`config.mk`:
```
export PLATFORM = sky130hd
export DESIGN_NAME = quad_mode_uart
export DESIGN_NICKNAME = d
export VERILOG_FILES = /design/src/rtl/sport_pkg.sv /design/src/rtl/sport_ctrl.sv /design/src/rtl/sport_dp.sv /design/src/rtl/quad_mode_uart.sv
export SDC_FILE = /design/constraint.sdc
export NUM_CORES = 1
export LEC_CHECK = 0
export BUFFER_PORTS_ARGS = -buffer_cell sky130_fd_sc_hd__buf_2
export CAP_MARGIN = 20
export CORE_MARGIN = 1.5
export CORE_UTILIZATION = 40
export CTS_BUF_LIST = sky130_fd_sc_hd__clkbuf_8
export DETAILED_ROUTE_END_ITERATION = 12
export GPL_TIMING_DRIVEN = 0
export PLACE_DENSITY = 0.65
export SYNTH_ARGS = -nofsm -noshare
export SYNTH_HDL_FRONTEND = slang
export SYNTH_SLANG_ARGS = --single-unit
```
`constraint.sdc`:
```
create_clock -name clk -period 3.1 [get_ports clk]
set_input_delay 0.155 -clock clk [delete_from_list [all_inputs] [get_ports clk]]
set_output_delay 0.155 -clock clk [all_outputs]
set_load 0.03 [all_outputs]
```
`src/rtl/sport_pkg.sv`:
```
package sport_pkg;
  typedef enum logic [1:0] {
    SHIFT8     = 2'd0,
    ASYNC10    = 2'd1,
    ASYNC11FIX = 2'd2,
    ASYNC11TMR = 2'd3
  } portMode_e;

  typedef struct packed {
    portMode_e  mode;
    logic       tick;
    logic       txLoad;
    logic       shiftRxStart;
    logic       rxArm;
    logic       txNinth;
    logic [7:0] txByte;
  } spStrobe_t;
endpackage

```
`src/rtl/sport_ctrl.sv`:
```
module sport_ctrl import sport_pkg::*; #(
  parameter int MODE0_DIV   = 12,
  parameter int MODE2_DIV   = 64,
  parameter int OVF_PER_BIT = 32,
  parameter int OVERSAMPLE  = 16
) (
  input  logic       clk,
  input  logic       rstN,
  input  logic       ctrlWe,
  input  logic [7:0] ctrlWdata,
  output logic [7:0] ctrlRdata,
  input  logic       txWe,
  input  logic [7:0] txData,
  output logic [7:0] rxData,
  input  logic       timerOvf,
  input  logic       rateDbl,
  input  logic       rxDoneV,
  input  logic [7:0] rxDoneData,
  input  logic       rxDoneNinth,
  input  logic       txDoneV,
  output spStrobe_t  strb
);
  localparam int HALF0    = MODE0_DIV / 2;
  localparam int FIX_TICK = MODE2_DIV / OVERSAMPLE;
  localparam int OVF_TICK = OVF_PER_BIT / OVERSAMPLE;
  localparam int CW       = $clog2(HALF0 + FIX_TICK + OVF_TICK + 1) + 1;

  logic [1:0]    modeQ;
  logic          mpQ, rxEnQ, txNinthQ, rxNinthQ, txFlagQ, rxFlagQ;
  logic [7:0]    rxBufQ;
  logic [CW-1:0] divCnt, divNeed;
  logic          tickQ;

  wire timerRate = modeQ[0];
  wire countEv   = timerRate ? timerOvf : 1'b1;

  always_comb begin
    if (modeQ == 2'b00)  divNeed = CW'(HALF0);
    else if (timerRate)  divNeed = rateDbl ? CW'(OVF_TICK / 2) : CW'(OVF_TICK);
    else                 divNeed = rateDbl ? CW'(FIX_TICK / 2) : CW'(FIX_TICK);
  end

  always_ff @(posedge clk) begin
    if (!rstN) begin
      divCnt <= '0;
      tickQ  <= 1'b0;
    end else begin
      tickQ <= 1'b0;
      if (countEv) begin
        if (divCnt + CW'(1) >= divNeed) begin
          divCnt <= '0;
          tickQ  <= 1'b1;
        end else begin
          divCnt <= divCnt + CW'(1);
        end
      end
    end
  end

  wire mpBlock  = modeQ[1] && mpQ && !rxDoneNinth;
  wire rxAccept = rxDoneV && !rxFlagQ && !mpBlock;

  always_ff @(posedge clk) begin
    if (!rstN) begin
      {modeQ, mpQ, rxEnQ, txNinthQ, rxNinthQ, txFlagQ, rxFlagQ} <= 8'h00;
      rxBufQ <= 8'h00;
    end else begin
      if (ctrlWe) {modeQ, mpQ, rxEnQ, txNinthQ, rxNinthQ, txFlagQ, rxFlagQ} <= ctrlWdata;
      if (txDoneV) txFlagQ <= 1'b1;
      if (rxAccept) begin
        rxFlagQ <= 1'b1;
        rxBufQ  <= rxDoneData;
        if (modeQ != 2'b00) rxNinthQ <= rxDoneNinth;
      end
    end
  end

  assign ctrlRdata = {modeQ, mpQ, rxEnQ, txNinthQ, rxNinthQ, txFlagQ, rxFlagQ};
  assign rxData    = rxBufQ;

  assign strb.mode         = portMode_e'(modeQ);
  assign strb.tick         = tickQ;
  assign strb.txLoad       = txWe;
  assign strb.txByte       = txData;
  assign strb.txNinth      = txNinthQ;
  assign strb.rxArm        = rxEnQ && (modeQ != 2'b00);
  assign strb.shiftRxStart = ctrlWe && (ctrlWdata[7:6] == 2'b00) && ctrlWdata[4] && !ctrlWdata[0];

  assert_tick_from_ovf_R5: assert property (@(posedge clk) disable iff (!rstN)
    tickQ && $past(timerRate) |-> $past(timerOvf));
  assert_rxflag_cause_R10: assert property (@(posedge clk) disable iff (!rstN)
    $rose(rxFlagQ) |-> $past(rxDoneV) || $past(ctrlWe));
  assert_mp_filter_R12: assert property (@(posedge clk) disable iff (!rstN)
    rxDoneV && modeQ[1] && mpQ && !rxDoneNinth && !rxFlagQ && !ctrlWe |=> !rxFlagQ);
  assert_overrun_hold_R13: assert property (@(posedge clk) disable iff (!rstN)
    rxDoneV && rxFlagQ && !ctrlWe |=> $stable(rxBufQ));
endmodule

```
`src/rtl/sport_dp.sv`:
```
module sport_dp import sport_pkg::*; #(
  parameter int OVERSAMPLE = 16
) (
  input  logic       clk,
  input  logic       rstN,
  input  spStrobe_t  strb,
  input  logic       rxdIn,
  output logic       rxdOut,
  output logic       rxdOe,
  output logic       txdOut,
  output logic       txDoneV,
  output logic       rxDoneV,
  output logic [7:0] rxDoneData,
  output logic       rxDoneNinth
);
  localparam int SW  = $clog2(OVERSAMPLE);
  localparam int MID = OVERSAMPLE / 2;

  logic rxdMeta, rxdSync;
  always_ff @(posedge clk) begin
    if (!rstN) {rxdMeta, rxdSync} <= 2'b11;
    else       {rxdMeta, rxdSync} <= {rxdIn, rxdMeta};
  end

  // transmit engine, also the mode 0 receive shifter
  logic          txPend, txBusy, shRecv, shRxDoneQ;
  logic [10:0]   txShift, frameTx;
  logic [3:0]    bitsLeft, bitsTx;
  logic [SW-1:0] txSub;
  logic [7:0]    shRxDataQ;

  wire shiftMode = (strb.mode == SHIFT8);
  wire [SW-1:0] subLast = shiftMode ? SW'(1) : SW'(OVERSAMPLE - 1);

  always_comb begin
    frameTx = {3'b111, strb.txByte};
    bitsTx  = 4'd8;
    if (strb.mode == ASYNC10) begin
      frameTx = {2'b11, strb.txByte, 1'b0};
      bitsTx  = 4'd10;
    end else if (!shiftMode) begin
      frameTx = {1'b1, strb.txNinth, strb.txByte, 1'b0};
      bitsTx  = 4'd11;
    end
  end

  always_ff @(posedge clk) begin
    if (!rstN) begin
      txPend <= 1'b0; txBusy <= 1'b0; shRecv <= 1'b0;
      txShift <= '1; bitsLeft <= '0; txSub <= '0;
      txDoneV <= 1'b0; shRxDoneQ <= 1'b0; shRxDataQ <= '0;
    end else begin
      txDoneV   <= 1'b0;
      shRxDoneQ <= 1'b0;
      if (!txBusy && !txPend) begin
        if (strb.txLoad) begin
          txPend <= 1'b1; txShift <= frameTx; bitsLeft <= bitsTx; shRecv <= 1'b0;
        end else if (strb.shiftRxStart) begin
          txPend <= 1'b1; txShift <= '1; bitsLeft <= 4'd8; shRecv <= 1'b1;
        end
      end
      if (strb.tick) begin
        if (txPend) begin
          txPend <= 1'b0; txBusy <= 1'b1; txSub <= '0;
        end else if (txBusy) begin
          if (txSub == subLast) begin
            txSub    <= '0;
            bitsLeft <= bitsLeft - 4'd1;
            if (shiftMode) txShift[7:0] <= {shRecv ? rxdSync : 1'b1, txShift[7:1]};
            else           txShift      <= {1'b1, txShift[10:1]};
            if (bitsLeft == 4'd1) begin
              txBusy <= 1'b0;
              if (shRecv) begin
                shRxDoneQ <= 1'b1;
                shRxDataQ <= {rxdSync, txShift[7:1]};
              end else begin
                txDoneV <= 1'b1;
              end
            end
          end else begin
            txSub <= txSub + SW'(1);
          end
        end
      end
    end
  end

  assign rxdOe  = shiftMode && txBusy && !shRecv;
  assign rxdOut = rxdOe ? txShift[0] : 1'b1;
  assign txdOut = !txBusy ? 1'b1 : (shiftMode ? (txSub != '0) : txShift[0]);

  // asynchronous receiver
  logic          rxAct, prevLine, s7, s8, asDoneQ, asNinthQ;
  logic [SW-1:0] rxSub;
  logic [3:0]    rxBit;
  logic [8:0]    rxSh;
  logic [7:0]    asDataQ;

  wire       maj     = (s7 & s8) | (s7 & rxdSync) | (s8 & rxdSync);
  wire       tenBit  = (strb.mode == ASYNC10);
  wire [3:0] lastBit = tenBit ? 4'd9 : 4'd10;

  always_ff @(posedge clk) begin
    if (!rstN) begin
      rxAct <= 1'b0; prevLine <= 1'b1; s7 <= 1'b1; s8 <= 1'b1;
      rxSub <= '0; rxBit <= '0; rxSh <= '0;
      asDoneQ <= 1'b0; asNinthQ <= 1'b0; asDataQ <= '0;
    end else begin
      asDoneQ <= 1'b0;
      if (!strb.rxArm) begin
        rxAct <= 1'b0;
      end else if (strb.tick) begin
        prevLine <= rxdSync;
        if (!rxAct) begin
          if (prevLine && !rxdSync) begin
            rxAct <= 1'b1; rxSub <= '0; rxBit <= '0;
          end
        end else begin
          if (rxSub == SW'(MID - 1)) s7 <= rxdSync;
          if (rxSub == SW'(MID))     s8 <= rxdSync;
          if (rxSub == SW'(MID + 1)) begin
            if (rxBit == 4'd0 && maj) begin
              rxAct <= 1'b0;
            end else if (rxBit == lastBit) begin
              rxAct    <= 1'b0;
              asDoneQ  <= 1'b1;
              asDataQ  <= tenBit ? rxSh[8:1] : rxSh[7:0];
              asNinthQ <= tenBit ? maj : rxSh[8];
            end else if (rxBit != 4'd0) begin
              rxSh <= {maj, rxSh[8:1]};
            end
          end
          if (rxSub == SW'(OVERSAMPLE - 1)) begin
            rxSub <= '0;
            rxBit <= rxBit + 4'd1;
          end else begin
            rxSub <= rxSub + SW'(1);
          end
        end
      end
    end
  end

  assign rxDoneV     = shRxDoneQ | asDoneQ;
  assign rxDoneData  = shRxDoneQ ? shRxDataQ : asDataQ;
  assign rxDoneNinth = asNinthQ;

  assert_drive_on_tick_R3: assert property (@(posedge clk) disable iff (!rstN)
    $rose(rxdOe) |-> $past(strb.tick));
  assert_txd_on_tick_R5: assert property (@(posedge clk) disable iff (!rstN)
    txBusy && !strb.tick && !strb.txLoad |=> $stable(txdOut) || !$stable(strb.mode));
  assert_no_rx_when_off_R11: assert property (@(posedge clk) disable iff (!rstN)
    !strb.rxArm |=> !asDoneQ);
endmodule

```
`src/rtl/quad_mode_uart.sv`:
```
module quad_mode_uart import sport_pkg::*; #(
  parameter int MODE0_DIV   = 12,
  parameter int MODE2_DIV   = 64,
  parameter int OVF_PER_BIT = 32,
  parameter int OVERSAMPLE  = 16
) (
  input  logic       clk,
  input  logic       rstN,
  input  logic       ctrlWe,
  input  logic [7:0] ctrlWdata,
  output logic [7:0] ctrlRdata,
  input  logic       txWe,
  input  logic [7:0] txData,
  output logic [7:0] rxData,
  input  logic       timerOvf,
  input  logic       rateDbl,
  input  logic       rxdIn,
  output logic       rxdOut,
  output logic       rxdOe,
  output logic       txdOut
);
  spStrobe_t  strb;
  logic       txDoneV, rxDoneV, rxDoneNinth;
  logic [7:0] rxDoneData;

  sport_ctrl #(.MODE0_DIV(MODE0_DIV), .MODE2_DIV(MODE2_DIV),
               .OVF_PER_BIT(OVF_PER_BIT), .OVERSAMPLE(OVERSAMPLE)) uCtrl (
    .clk(clk), .rstN(rstN), .ctrlWe(ctrlWe), .ctrlWdata(ctrlWdata), .ctrlRdata(ctrlRdata),
    .txWe(txWe), .txData(txData), .rxData(rxData), .timerOvf(timerOvf), .rateDbl(rateDbl),
    .rxDoneV(rxDoneV), .rxDoneData(rxDoneData), .rxDoneNinth(rxDoneNinth),
    .txDoneV(txDoneV), .strb(strb));

  sport_dp #(.OVERSAMPLE(OVERSAMPLE)) uDp (
    .clk(clk), .rstN(rstN), .strb(strb), .rxdIn(rxdIn), .rxdOut(rxdOut), .rxdOe(rxdOe),
    .txdOut(txdOut), .txDoneV(txDoneV), .rxDoneV(rxDoneV), .rxDoneData(rxDoneData),
    .rxDoneNinth(rxDoneNinth));
endmodule

```
Yosys cells after proc, flatten, opt, wreduce, memory -nomap -nowiden
Cells that the tools add are included.
{"block": "word_totals", "regBits": 87, "output_inout_bits": 19, "elab_cells": 179}
{"block": "op_classes", "add_sub_neg": 5, "n_lt_le_gt_ge": 1, "eq_ne": 9, "n_mux": 70, "n_bitwise": 17, "reduce_logical": 46}
{"operator": "$mux W11", "n": 8}
{"operator": "$mux W4", "n": 17}
{"operator": "$mux W1", "n": 33}
{"operator": "$mux W8", "n": 3}
{"operator": "$mux W5", "n": 3}
{"operator": "$logic_and A1 B1 Y1", "n": 13}
{"operator": "$add A4 B1 Y4 const B", "n": 3}
{"operator": "$eq A4 B4 Y1 const B", "n": 3}
{"operator": "$reduce_and A4 Y1", "n": 3}
{"operator": "$reduce_and A6 Y1", "n": 2}
{"operator": "$reduce_bool A2 Y1", "n": 6}
{"operator": "$reduce_or A6 Y1", "n": 2}
{"operator": "$not A1 Y1", "n": 11}
{"operator": "$mux W10", "n": 1}
{"operator": "$reduce_and A2 Y1", "n": 5}
{"operator": "$eq A4 B4 Y1", "n": 2}
{"operator": "$logic_not A1 Y1", "n": 8}
{"operator": "$reduce_bool A4 Y1", "n": 2}
{"operator": "$reduce_and A7 Y1", "n": 1}
{"operator": "$mux W2", "n": 3}
{"operator": "$mux W3", "n": 2}
{"operator": "$add A5 B1 Y5 const B", "n": 1}
{"operator": "$ge A5 B5 Y1", "n": 1}
{"operator": "$eq A4 B1 Y1 const B", "n": 1}
{"operator": "9 further kinds", "n": 14}

Depth between registers and ports, before layout
{"block": "logic_depth", "word_depth": 12, "ltp_mapped": 9, "depth_no_buf": 8}

Hierarchy
From an unflattened synthesis, not the netlist that was laid out.
{"block": "hier_totals", "cells_unflattened": 498, "area_unflattened_um2": 4514.3}
{"mod": "sport_dp", "instances": 1, "cells_per_inst": 374, "area_per_inst_um2": 3305.7, "seq_area_each_um2": 1301.2}
{"mod": "sport_ctrl", "instances": 1, "cells_per_inst": 124, "area_per_inst_um2": 1208.7, "seq_area_each_um2": 440.4}

Worst setup path after synthesis
Ideal clock, no wire load.
{"block": "synth_timing", "path_type": "flip-flop to output port", "startpoint": "register uCtrl.modeQ[0]", "endpoint": "output port rxdOut", "arrival_time_ns": 2.119, "t_required_ns": 2.945, "setup_slack_ns": 0.826, "stages_incl_launch_ff": 5, "n_path_buf": 1, "cell_sequence": "dfxtp_1 > buf_6 > or2_2 > nor3b_1 > nand2b_1"}
{"block": "synth_between", "elab_chain_cells": 4}
{"element": "start, declared", "line": "sport_ctrl.sv:28", "rtl": "logic [1:0] modeQ;"}
{"element": "start signal, assigned", "line": "sport_ctrl.sv:68", "rtl": "if (ctrlWe) {modeQ, mpQ, rxEnQ, txNinthQ, rxNinthQ, txFlagQ, rxFlagQ} <= ctrlWdata;"}
{"element": "$logic_not A2 Y1", "line": "sport_dp.sv:32", "rtl": "wire shiftMode = (strb.mode == SHIFT8);"}
{"element": "$logic_and A1 B1 Y1 (2 in series)", "line": "sport_dp.sv:88", "rtl": "assign rxdOe = shiftMode && txBusy && !shRecv;"}
{"element": "net rxdOe", "line": "quad_mode_uart.sv:19", "rtl": "output logic rxdOe,"}
{"element": "$mux W1", "line": "sport_dp.sv:89", "rtl": "assign rxdOut = rxdOe ? txShift[0] : 1'b1;"}
{"element": "end, declared", "line": "quad_mode_uart.sv:18", "rtl": "output logic rxdOut,"}
The timed path passes the listed nets, and every way through them passes these cells.

Final worst setup path
{"block": "layout_timing", "startpoint": "register uCtrl.modeQ[0]", "endpoint": "register uCtrl.divCnt[0]"}
{"block": "layout_between", "elab_chain_cells": 4, "elab_cells_between_ends": 6, "classes_between": "order compare: 1; mux: 4; reduce/logical: 1"}
{"element": "$mux W5 or $logic_not A2 Y1 (tied branches)", "line": "sport_ctrl.sv:39, sport_ctrl.sv:38"}
{"element": "$mux W5", "line": "sport_ctrl.sv:38", "rtl": "if (modeQ == 2'b00) divNeed = CW'(HALF0);"}
{"element": "$ge A5 B5 Y1", "line": "sport_ctrl.sv:50", "rtl": "if (divCnt + CW'(1) >= divNeed) begin"}
{"element": "$mux W5", "line": "sport_ctrl.sv:50"}
{"element": "end signal, assigned", "line": "sport_ctrl.sv:54", "rtl": "divCnt <= divCnt + CW'(1);"}
{"element": "end, declared", "line": "sport_ctrl.sv:31", "rtl": "logic [CW-1:0] divCnt, divNeed;"}
Parallel ways exist; a longest one is shown, timed or not.
A chain may end at the register's enable or synchronous reset.

==> results.sh <==
export IMPL_run_status="finished, final reports clean"
export IMPL_clock_skew_ns=0.0149
export IMPL_synth_cell_types=58
export IMPL_powerDensity_nw_per_um2=460
export IMPL_root_buffer="clkbuf_8"
export IMPL_wl_um=9560
export IMPL_ys_top_cells_by_area="dfxtp_1, mux2i_1, nor2_1, nand2_1, ha_1"
export IMPL_dp_hpwl_um=7010
export IMPL_pwr_share_comb_pct=12.2
export IMPL_grt_pass1_wl_um=16000
export IMPL_io_pins=42
export IMPL_grt_pass1_vias=3366
export IMPL_core_area_sq_um=10200
export IMPL_syn_instance_count=468
export IMPL_crit_required_ns=3.36
export IMPL_tightest_slew_ns=0.687
export IMPL_power_switching_fraction_pct=28.4
export IMPL_hold_viol=0
export IMPL_die_w_um=105
export IMPL_num_fill_cells=987
export IMPL_crit_top_cell="nor2_1"
export IMPL_final_common_cell="dfxtp_1"
export IMPL_power_internal_w=0.00156
export IMPL_max_stage_delay_ns=0.46
export IMPL_die_h_um=105
export IMPL_synth_top_area_share_pct=41.8
export IMPL_clkSlewWorstSetupHoldPaths_ns=0.09
export IMPL_irDropWorstVdd_v=0.000213
export IMPL_layout_nets=559
export IMPL_final_cell_mix="dfxtp_1, nor2_1, nand2_1"
export IMPL_track_usage_pct=17.9
export IMPL_slew_headroom_pct=53.6
export IMPL_utilization_pct=46.2
export IMPL_grt_max_degree=16
export IMPL_cts_sinks=87
export IMPL_row_count=37
export IMPL_drt_initial_drc_count=249
export IMPL_tns_ns=0
export IMPL_netlist_area_sq_um=4170
export IMPL_post_route_period_util_pct=81.1
export IMPL_rsz0062_at_grt="false"
export IMPL_crit_chain="buf_6 -> nor2_1 -> clkbuf_1 -> nor2_1 -> ha_1 -> inv_1 -> o2111a_1 -> mux2_2"
export IMPL_setup_ws_ns=0.585
export IMPL_ys_warn_count=0
export IMPL_fin_crit_ns=2.51
export IMPL_slew_viol_final=0
export IMPL_synth_edf_count=0
export IMPL_dr_pass1_iters=4
export IMPL_pre_cts_ws_ns=0.620
export IMPL_maxClockFrequency_mhz=398
export IMPL_cts_tree="built"
export IMPL_ys_ff_latch=87
export IMPL_area_growth_pct=13.4
export IMPL_cts_buffer_depth=2
export IMPL_worstPathArrival_ns=2.78
export IMPL_p_switching_w=0.000618
export IMPL_clk_latency_ns=0.37
export IMPL_ys_seq_area_share_pct=41.8
export IMPL_synthesis_nets=506
export IMPL_overflow=0
export IMPL_route_detailed_drc=0
export IMPL_endpoint_kind="register"
export IMPL_ant_nets=0
export IMPL_r2r_slack_ns=0.59
export IMPL_htree_levels=3
export IMPL_async_flop_share_pct=0
export IMPL_antenna_found_initial=0
export IMPL_antenna_cells=0
export IMPL_synth_avg_cell_area_sq_um=8.90
export IMPL_start_util_pct=40.7
export IMPL_critPathMaxFanout=10
export IMPL_timing_worst_setup_path_type="register to register"
export IMPL_setup_violations_final=0
export IMPL_p_clk_share_pct=33.2
export IMPL_vias=3452
export IMPL_cts_setup_buffers=0
export IMPL_p_seq_share_pct=54.5
export IMPL_leakagePower_nw=1.93
export IMPL_drive_gt1_share_pct=16.7
export IMPL_worst_setup_path_start_kind="register"
export IMPL_avgRoutedWirePerCell_um=14.4
export IMPL_io_buffers=41
export IMPL_die_area_sq_um=11000
export IMPL_cap_violations=0
export IMPL_gp_congestion=0.840
export IMPL_hold_class="input pin to register"
export IMPL_synth_ff_type="dfxtp_1"
export IMPL_cts_made_buffers=9
export IMPL_synth_area_leader_cell="dfxtp_1"
export IMPL_viasPerCell=5.21
export IMPL_crit_slowest_cell="clkbuf_1"
-- per-stage QoR --
step           instances  hold WS [ns]  total power (W)  area (sq um)
2_1_floorplan        468         0.256          0.00139          4170
3_3_place_gp         645         0.336          0.00147          4540
3_5_place_dp         645         0.347          0.00148          4540
4_1_cts              662        0.0220          0.00219          4720
5_1_grt              662        0.0333          0.00227          4720
6_report             662        0.0238          0.00217          4720
-- worst paths after layout --
path,start,endpoint,cells after the start
max,uCtrl.modeQ[0],uCtrl.divCnt[0],8
min,ctrlWdata[5],uCtrl.mpQ,3
max reg2reg,uCtrl.modeQ[0],uCtrl.divCnt[0],8
min reg2reg,uDp.rxdMeta,uDp.rxdSync,1
-- flip-flops by register name (all words and copies together) (netlist names), 2 cells and up --
signal and count:
uCtrl.divCnt 5, uCtrl.modeQ 2, uCtrl.rxData 8, uDp.asDataQ 8, uDp.bitsLeft 4, uDp.rxBit 4
uDp.rxSh 9, uDp.rxSub 4, uDp.shRxDataQ 8, uDp.txShift 11, uDp.txSub 4
-- synth_stat cells, types with 3 or more instances --
master	count
dfxtp_1	87
nor2_1	57
nand2_1	51
mux2i_1	41
nand3_1	27
a211oi_1	18
ha_1	15
inv_1	15
a21oi_1	13
o211ai_1	13
clkbuf_1	11
o21ai_0	10
nand2b_1	9
buf_2	8
nor2b_1	8
buf_4	6
and2_1	5
a31oi_1	4
buf_6	4
nand3b_1	4
nor3_1	4
buf_1	3
nand4_1	3
nand4b_1	3
nor4b_1	3
o311ai_0	3
or2_2	3
xnor2_1	3
-- what timing repair did --
| item | in CTS | in global routing |
|---|---|---|
| hold buffers | 1 | 0 |
| resized for setup | 0 | 0 |
| endpoints found under the hold margin | 1 | 0 |
-- worst max-delay path, delay by kind of cell, from the launching register on --
| family | cells | cell delay [ns] |
|---|---|---|
| multiplexers | 1 | 0.26 |
| adder cells (fa/ha/maj) | 1 | 0.30 |
| buffers and inverters | 3 | 0.68 |
| flip-flops | 1 | 0.37 |
| AND/OR/NAND/NOR | 2 | 0.55 |
| AO/OA/AOI/OAI | 1 | 0.26 |
-- cells by family (layout without fill, tap and decap cells) --
logic type,Yosys count,after routing,synth area share [%]
adders and majority gates,16,16,4.74
and+or+nand+nor,192,192,23.1
DFF,87,87,41.8
xor gates and xnor gates,5,5,1.05
buffers and inverters,47,105,5.74
AOI/OAI and AO/OA,78,78,13.2
muxes,43,43,10.4
-- per-layer routing --
| metal | vias to the layer above | share of wire [%] | GRT usage [%] |
|---|---|---|---|
| met3 | 10 | 4.2 | 2.74 |
| met5 | - | 0 | 0 |
| li1 | 1747 | - | - |
| met2 | 88 | 46 | 30.1 |
| met1 | 1607 | 49 | 23.4 |
| met4 | 0 | 1.3 | 6.07 |
-- final cells by class --
type	instances	area, sq um	area share, %
timing repair buffer	42	215	4.56
multi-input combinational	334	2190	46.3
sequential	87	1740	36.9
inverter	15	56.3	1.19
clock inverter	7	48.8	1.03
buffer	32	183	3.87
clock buffer	9	124	2.62
tap	136	170	3.60
-- power groups by stage --
stage / Combinational (W) / Clock [W] / Sequential [W]
finish: 0.000266 / 0.000722 / 0.00119
global route: 0.000300 / 0.000782 / 0.00119
CTS: 0.000268 / 0.000733 / 0.00118
detailed placement: 0.000265 / 0 / 0.00121
global placement: 0.000259 / 0 / 0.00121
floorplan: 0.000189 / 0 / 0.00120
Power figures use the tool's default switching activity.
